[src/rtl/irqc_pkg.sv]
package irqc_pkg;
  localparam int unsigned LINES    = 8;
  localparam int unsigned IDX_W    = $clog2(LINES);
  localparam int unsigned CASC_IDX = 2;

  typedef enum logic [1:0] {
    RA_PRI_MASK = 2'd0,
    RA_SEC_MASK = 2'd1,
    RA_PRI_STAT = 2'd2,
    RA_SEC_STAT = 2'd3
  } reg_addr_e;
endpackage

[src/rtl/irqc_prio.sv]
module irqc_prio #(
  parameter int unsigned N   = 8,
  localparam int unsigned IW = $clog2(N)
) (
  input  logic [N-1:0]  req_i,
  output logic [IW-1:0] idx_o,
  output logic          any_o
);
  always_comb begin
    idx_o = '0;
    for (int i = N - 1; i >= 0; i--) begin
      if (req_i[i]) idx_o = IW'(i);
    end
  end
  assign any_o = |req_i;
endmodule

[src/rtl/irqc_unit.sv]
module irqc_unit #(
  parameter int unsigned N        = 8,
  parameter logic [N-1:0] LVL_MASK = '0,
  parameter logic [N-1:0] MASK_RST = '1,
  localparam int unsigned IW      = $clog2(N)
) (
  input  logic          clk,
  input  logic          rst_n,
  input  logic [N-1:0]  line_i,
  input  logic [N-1:0]  lvl_i,
  input  logic          mask_we_i,
  input  logic          stat_we_i,
  input  logic [N-1:0]  wdata_i,
  input  logic          clr_win_i,
  output logic [N-1:0]  mask_o,
  output logic [N-1:0]  status_o,
  output logic          req_o,
  output logic [IW-1:0] win_o
);
  localparam logic [N-1:0] LATCH_MASK = ~LVL_MASK;

  logic [N-1:0] line_q, pend_q, mask_q;
  logic [N-1:0] rise, clr_vec, pend_d, active;

  assign rise    = line_i & ~line_q;
  assign clr_vec = (clr_win_i ? (N'(1) << win_o) : '0) | (stat_we_i ? wdata_i : '0);
  assign pend_d  = ((pend_q & ~clr_vec) | rise) & LATCH_MASK;

  always_ff @(posedge clk) begin
    if (!rst_n) begin
      line_q <= '0;
      pend_q <= '0;
      mask_q <= MASK_RST;
    end else begin
      line_q <= line_i;
      pend_q <= pend_d;
      if (mask_we_i) mask_q <= wdata_i;
    end
  end

  assign status_o = (pend_q & LATCH_MASK) | (lvl_i & LVL_MASK);
  assign active   = status_o & ~mask_q;
  assign mask_o   = mask_q;

  irqc_prio #(.N(N)) u_prio (
    .req_i (active),
    .idx_o (win_o),
    .any_o (req_o)
  );

  a_r5_winner_is_active: assert property (@(posedge clk) disable iff (!rst_n)
    req_o |-> (active[win_o] && !mask_q[win_o]));

  for (genvar i = 0; i < N; i++) begin : g_line_chk
    if (LATCH_MASK[i]) begin : g_latched
      a_r2_edge_sets_pending: assert property (@(posedge clk) disable iff (!rst_n)
        (line_i[i] && !line_q[i]) |=> pend_q[i]);
      a_r3_pending_held: assert property (@(posedge clk) disable iff (!rst_n)
        (pend_q[i] && !clr_vec[i]) |=> pend_q[i]);
    end
  end
endmodule

[src/rtl/irq_cascade_ctrl.sv]
module irq_cascade_ctrl #(
  parameter logic [7:0] PRI_BASE = 8'h20,
  parameter logic [7:0] SEC_BASE = 8'h28
) (
  input  logic       clk,
  input  logic       rst_n,
  input  logic [7:0] pri_line_i,
  input  logic [7:0] sec_line_i,
  input  logic [1:0] reg_addr_i,
  input  logic       reg_we_i,
  input  logic [7:0] reg_wdata_i,
  output logic [7:0] reg_rdata_o,
  output logic       irq_valid_o,
  input  logic       irq_ready_i,
  output logic [7:0] irq_vector_o
);
  import irqc_pkg::*;

  localparam logic [LINES-1:0] PRI_LVL = LINES'(1) << CASC_IDX;

  logic [LINES-1:0] p_mask, s_mask, p_stat, s_stat;
  logic             p_req, s_req, xfer, p_clr, s_clr, win_casc;
  logic [IDX_W-1:0] p_win, s_win;
  reg_addr_e        addr;

  assign addr     = reg_addr_e'(reg_addr_i);
  assign xfer     = irq_valid_o && irq_ready_i;
  assign win_casc = (p_win == IDX_W'(CASC_IDX));
  assign p_clr    = xfer && !win_casc;
  assign s_clr    = xfer && win_casc;

  irqc_unit #(.N(LINES), .LVL_MASK(PRI_LVL)) u_pri (
    .clk       (clk),
    .rst_n     (rst_n),
    .line_i    (pri_line_i),
    .lvl_i     ({{(LINES-1-CASC_IDX){1'b0}}, s_req, {CASC_IDX{1'b0}}}),
    .mask_we_i (reg_we_i && addr == RA_PRI_MASK),
    .stat_we_i (reg_we_i && addr == RA_PRI_STAT),
    .wdata_i   (reg_wdata_i),
    .clr_win_i (p_clr),
    .mask_o    (p_mask),
    .status_o  (p_stat),
    .req_o     (p_req),
    .win_o     (p_win)
  );

  irqc_unit #(.N(LINES), .LVL_MASK('0)) u_sec (
    .clk       (clk),
    .rst_n     (rst_n),
    .line_i    (sec_line_i),
    .lvl_i     ('0),
    .mask_we_i (reg_we_i && addr == RA_SEC_MASK),
    .stat_we_i (reg_we_i && addr == RA_SEC_STAT),
    .wdata_i   (reg_wdata_i),
    .clr_win_i (s_clr),
    .mask_o    (s_mask),
    .status_o  (s_stat),
    .req_o     (s_req),
    .win_o     (s_win)
  );

  always_comb begin
    unique case (addr)
      RA_PRI_MASK: reg_rdata_o = p_mask;
      RA_SEC_MASK: reg_rdata_o = s_mask;
      RA_PRI_STAT: reg_rdata_o = p_stat;
      default:     reg_rdata_o = s_stat;
    endcase
  end

  assign irq_valid_o  = p_req;
  assign irq_vector_o = win_casc ? (SEC_BASE + 8'(s_win)) : (PRI_BASE + 8'(p_win));

  a_r6_vector_range: assert property (@(posedge clk) disable iff (!rst_n)
    irq_valid_o |-> (irq_vector_o >= PRI_BASE && irq_vector_o < SEC_BASE + 8'(LINES)
                     && irq_vector_o != PRI_BASE + 8'(CASC_IDX)));
  a_r7_hold_under_backpressure: assert property (@(posedge clk) disable iff (!rst_n)
    (irq_valid_o && !irq_ready_i && !reg_we_i && pri_line_i == 8'h00 && sec_line_i == 8'h00)
      |=> (irq_valid_o && $stable(irq_vector_o)));
  a_r8_cascade_needs_secondary: assert property (@(posedge clk) disable iff (!rst_n)
    (irq_valid_o && win_casc) |-> (s_req && !p_mask[CASC_IDX]));
endmodule

[config.mk]
export PLATFORM = sky130hd
export DESIGN_NAME = irq_cascade_ctrl
export DESIGN_NICKNAME = d
export VERILOG_FILES = /design/src/rtl/irqc_pkg.sv /design/src/rtl/irqc_prio.sv /design/src/rtl/irqc_unit.sv /design/src/rtl/irq_cascade_ctrl.sv
export SDC_FILE = /design/constraint.sdc
export NUM_CORES = 1
export LEC_CHECK = 0
export ABC_AREA = 1
export BUFFER_PORTS_ARGS = -buffer_cell sky130_fd_sc_hd__buf_2
export CAP_MARGIN = 10
export CELL_PAD_IN_SITES_DETAIL_PLACEMENT = 2
export CELL_PAD_IN_SITES_GLOBAL_PLACEMENT = 2
export CORE_UTILIZATION = 30
export CTS_CLUSTER_SIZE = 10
export DETAILED_ROUTE_END_ITERATION = 8
export PLACE_DENSITY_LB_ADDON = 0.1
export SLEW_MARGIN = 25
export SYNTH_ARGS = -nofsm -noshare
export SYNTH_HDL_FRONTEND = slang
export SYNTH_SLANG_ARGS = --single-unit
[constraint.sdc]
create_clock -name clk -period 1.7 [get_ports clk]
set_clock_uncertainty 0.2 [all_clocks]
set_input_delay 0.255 -clock clk [delete_from_list [all_inputs] [get_ports clk]]
set_output_delay 0.255 -clock clk [all_outputs]
set_load 0.05 [all_outputs]
==> flow_summary.json, run 1 <==
{
  "synth_compound_area_share_pct": 14.5,
  "synth_cell_types": 33,
  "die_x_um": 91.3,
  "yosys_warnings": 0,
  "synthCells": 347,
  "ys_top_cells_by_area": "dfxtp_1, nand2_1, inv_1",
  "worstEndpointType": "primary output",
  "dp_hpwl_um": 7130,
  "error_line": "[ERROR DPL-0033] detailed placement checks failed during check placement.",
  "io_pins": 47,
  "synth-xor-area-share_pct": 0,
  "yosys-top-cells-count": "nand2_1, inv_1, dfxtp_1, nor2_1, nand3_1",
  "synth_edf_count": 0,
  "synth_top_family_by_area": "simple AND/OR/NAND/NOR gates",
  "numCtsBuffers": 5,
  "root_buffer": "clkbuf_8",
  "synth-main-ff-cell": "dfxtp_1",
  "synth_simple_gate_area_share_pct": 34.7,
  "synth-seq-area-share_pct": 38.5,
  "routabilityCongestion": 0.829,
  "row_count": 32,
  "grt_max_degree": 18,
  "io_buffers": 41,
  "synth-async-reset-ratio_pct": 0,
  "synth_top_area_share_pct": 38.5,
  "ys_ff_latch": 46,
  "placed_area_sq_um": 3210,
  "initial_utilization_pct": 31.0,
  "yosysMostFrequentCell": "nand2_1",
  "haltStage": "global routing",
  "crit_endpoint": "irq_vector_o[0]",
  "synth_top_area_cell": "dfxtp_1",
  "postSynthAreaPerCell_sq_um": 6.89,
  "antenna_found_initial": 0,
  "h-tree-depth": 2,
  "synth_fa_ha_area_share_pct": 0,
  "muxShareOfSynthArea_pct": 0,
  "cts.sinks": 46,
  "die_height_um": 91.3,
  "synth_area_sq_um": 2390,
  "status": "aborted with a tool error",
  "clock_path_buffers": 2
}
-- cells by family after synthesis --
family          after synthesis
other cells                   2
buf+inv                      70
compound gates               50
flops                        46
simple gates                179
-- per-stage QoR --
stage / utilization, % / TNS (ns) / worst slack, ns / std cells
2_1_floorplan: - / -1.12 / -0.262 / 349
3_3_place_gp: 41.6 / -2.60 / -0.230 / 541
3_5_place_dp: 41.6 / -4.31 / -0.323 / 541
4_1_cts: 49.9 / -5.49 / -0.526 / 577
-- what timing repair did --
| item | 4_1_cts |
|---|---|
| endpoints found under the setup margin | 28 |
| hold buffers | 15 |
| buffers inserted | 16 |
| pin swaps | 22 |
| endpoints found under the hold margin | 15 |
| resized for setup | 98 |
| cloned | 0 |
==> run 2, diff against run 1 <==
Settings changed: CELL_PAD_IN_SITES_DETAIL_PLACEMENT 2 to default, CELL_PAD_IN_SITES_GLOBAL_PLACEMENT 2 to default, CORE_UTILIZATION 30 to 20, CTS_CLUSTER_SIZE 10 to default, PLACE_DENSITY_LB_ADDON 0.1 to 0.15.
==> run 2 against run 1 <==
The flow now finishes, with violations (DRC, setup timing). Synthesized area unchanged. Synthesized cell count stayed put.
==> flow_summary.json, run 2 <==
{
  "yosysMostFrequentCell": "nand2_1",
  "final_cell_area_sq_um": 4060,
  "die_area_sq_um": 12400,
  "synth_cell_types": 33,
  "crit_path_cell_trace": "inv_2, nand2_4, nand2_4, nor2_4, nand2_2, nand2_4, nand2_4, nand2_4, nand2_4, a31oi_4, buf_6",
  "drv_slew": 0,
  "grtUsageMet3_pct": 2.01,
  "max-vdd-ir-drop_uv": 373,
  "synth_top_area_cell": "dfxtp_1",
  "die_x_um": 111,
  "drv_cap": 0,
  "grt_busiest_layer": "met2",
  "track_usage_pct": 12.8,
  "postSynthAreaPerCell_sq_um": 6.89,
  "fin_crit_sh_pct": 124,
  "hp-class": "primary input to flip-flop",
  "h-tree-depth": 2,
  "crit_arrival_ns": 1.65,
  "cts.reportedPaths.clkPinSlew_ns": 0.06,
  "antenna_found_initial": 0,
  "cp.required_ns": 1.24,
  "antenna_cells": 0,
  "cp_top_family": "simple AND/OR/NAND/NOR gates",
  "end_kind": "primary output",
  "p_total_mw": 3.10,
  "clock_path_buffers": 2,
  "fin_crit_ns": 2.11,
  "initial_utilization_pct": 20.8,
  "final_util_pct": 35.2,
  "routed_wl_um": 7640,
  "tightest_slew_ns": 0.691,
  "ys_ff_latch": 46,
  "grt_max_degree": 22,
  "ant_nets": 0,
  "reg2reg_depth": 14,
  "fin_nets": 504,
  "setup_viol": 21,
  "rsz0062_at_grt": "true",
  "crit_top_cell": "nand2_4",
  "drt_iter0_drc": 70,
  "path_max_fanout": 4,
  "synth-seq-area-share_pct": 38.5,
  "fillCellCount": 1241,
  "met1_usage_pct": 17.1,
  "placed_cells": 581,
  "failed_checks": "DRC, setup timing",
  "p_leak_nw": 1.98,
  "status": "finished, violations left",
  "root_buffer": "clkbuf_16",
  "path_class": "flip-flop to primary output",
  "grt_pass1_wl_um": 12300,
  "row_count": 39,
  "synth_edf_count": 0,
  "die_height_um": 111,
  "synthToLayoutAreaGrowth_pct": 69.7,
  "layout_commonest_cell": "nand2_1",
  "layout_common_cells": "nand2_1, buf_4, inv_1",
  "yosys-top-cells-count": "nand2_1, inv_1, dfxtp_1, nor2_1, nand3_1",
  "hold_viol": 0,
  "routabilityCongestion": 0.780,
  "layout-drive-gt1-share_pct": 52.9,
  "worst-path-buf-inv": 2,
  "layout.cells.non_filler": 616,
  "avgViaCountPerCell": 4.14,
  "hold-path-cell-count": 3,
  "yosys_warnings": 0,
  "synth_top_area_share_pct": 38.5,
  "power_density_nw_per_um2": 765,
  "crit_cells": 11,
  "post-place-ws_ns": -0.286,
  "drc": 4,
  "synth-async-reset-ratio_pct": 0,
  "slowest_delay_ns": 0.34,
  "relSlewSlack_pct": 53.8,
  "vias": 2548,
  "ys_top_cells_by_area": "dfxtp_1, nand2_1, inv_1",
  "grt-ovfl-total": 0,
  "synth_area_sq_um": 2390,
  "io_buffers": 41,
  "synth-main-ff-cell": "dfxtp_1",
  "setup_ws_ns": -0.409,
  "clock_latency_ns": 0.28,
  "dr.pass1.iters": 6,
  "start_kind": "flip-flop",
  "cts.sinks": 46,
  "clock.fmax_mhz": 474,
  "routedWlPerCell_um": 12.4,
  "cp_slowest_cell": "dfxtp_2",
  "synthCells": 347,
  "dp_hpwl_um": 6040,
  "cts_tree": "built",
  "core_area_sq_um": 11500,
  "placed_area_sq_um": 3230,
  "grt_pass1_vias": 2506,
  "io_pins": 47,
  "use_met2_pct": 21.6,
  "numCtsBuffers": 5
}
## run 2: kinds of logic after synthesis
kind of cell	after synthesis	synth area share, %
and+or+nand+nor	179	34.7
AOI/OAI and AO/OA	50	14.5
buffers and inverters	70	11.9
DFF	46	38.5
other	2	0.314
## run 2: report_power, final
| part | internal (mW) | switching (mW) | total (mW) | leakage (nW) |
|---|---|---|---|---|
| clock network | 0.569 | 0.397 | 0.966 | 0.0688 |
| logic | 0.413 | 0.522 | 0.935 | 1.53 |
| registers | 1.16 | 0.0427 | 1.20 | 0.380 |
## run 2: worst paths after layout
check	to	start	slack [ns]
hold reg to reg	u_pri.pend_q[7]$_SDFF_PN0_	u_pri.line_q[7]$_SDFF_PN0_	0.26
setup reg to reg	u_pri.pend_q[3]$_SDFF_PN0_	u_sec.mask_o[6]$_SDFFE_PN1P_	-0.28
setup / recovery	irq_vector_o[1]	u_sec.mask_o[6]$_SDFFE_PN1P_	-0.41
hold / removal	u_sec.mask_o[2]$_SDFFE_PN1P_	reg_wdata_i[2]	0.05
## run 2: layout make-up
type / count / area, sq um / area share, %
timing repair buffer: 129 / 1050 / 26.0
tap: 143 / 179 / 4.41
sequential: 46 / 946 / 23.3
multi-input combinational: 233 / 1520 / 37.4
inverter: 59 / 221 / 5.46
clock buffer: 6 / 139 / 3.42
## run 2: what timing repair did
item                                    4_1_cts  5_1_grt
endpoints found under the hold margin        15        0
endpoints found under the setup margin       27       28
setup buffers                                11        8
resized for setup                            95       50
hold buffers                                 15        0
pin swaps                                    21       22
## run 2: tightest hold or removal path, delay by kind of cell
family | cells | cell delay [ns]
buffers and inverters | 1 | 0.12
AO/OA/AOI/OAI | 1 | 0.06
AND/OR/NAND/NOR | 1 | 0.06
## run 2: metal layers
metal  share of wire, %  vias to the layer above
li1                   -                     1342
met1                 49                     1160
met2                 47                       39
met3                3.2                        7
met4               0.90                        0
met5                  0                        -
## run 2: per-stage QoR
stage | setup TNS [ns] | hold WS (ns)
finish | -3.94 | 0.0502
floorplan | -1.12 | 0.159
global route | -6.50 | 0.0642
global placement | -2.95 | 0.247
detailed placement | -3.21 | 0.249
CTS | -4.71 | 0.0530
Power figures use the tool's default switching activity.
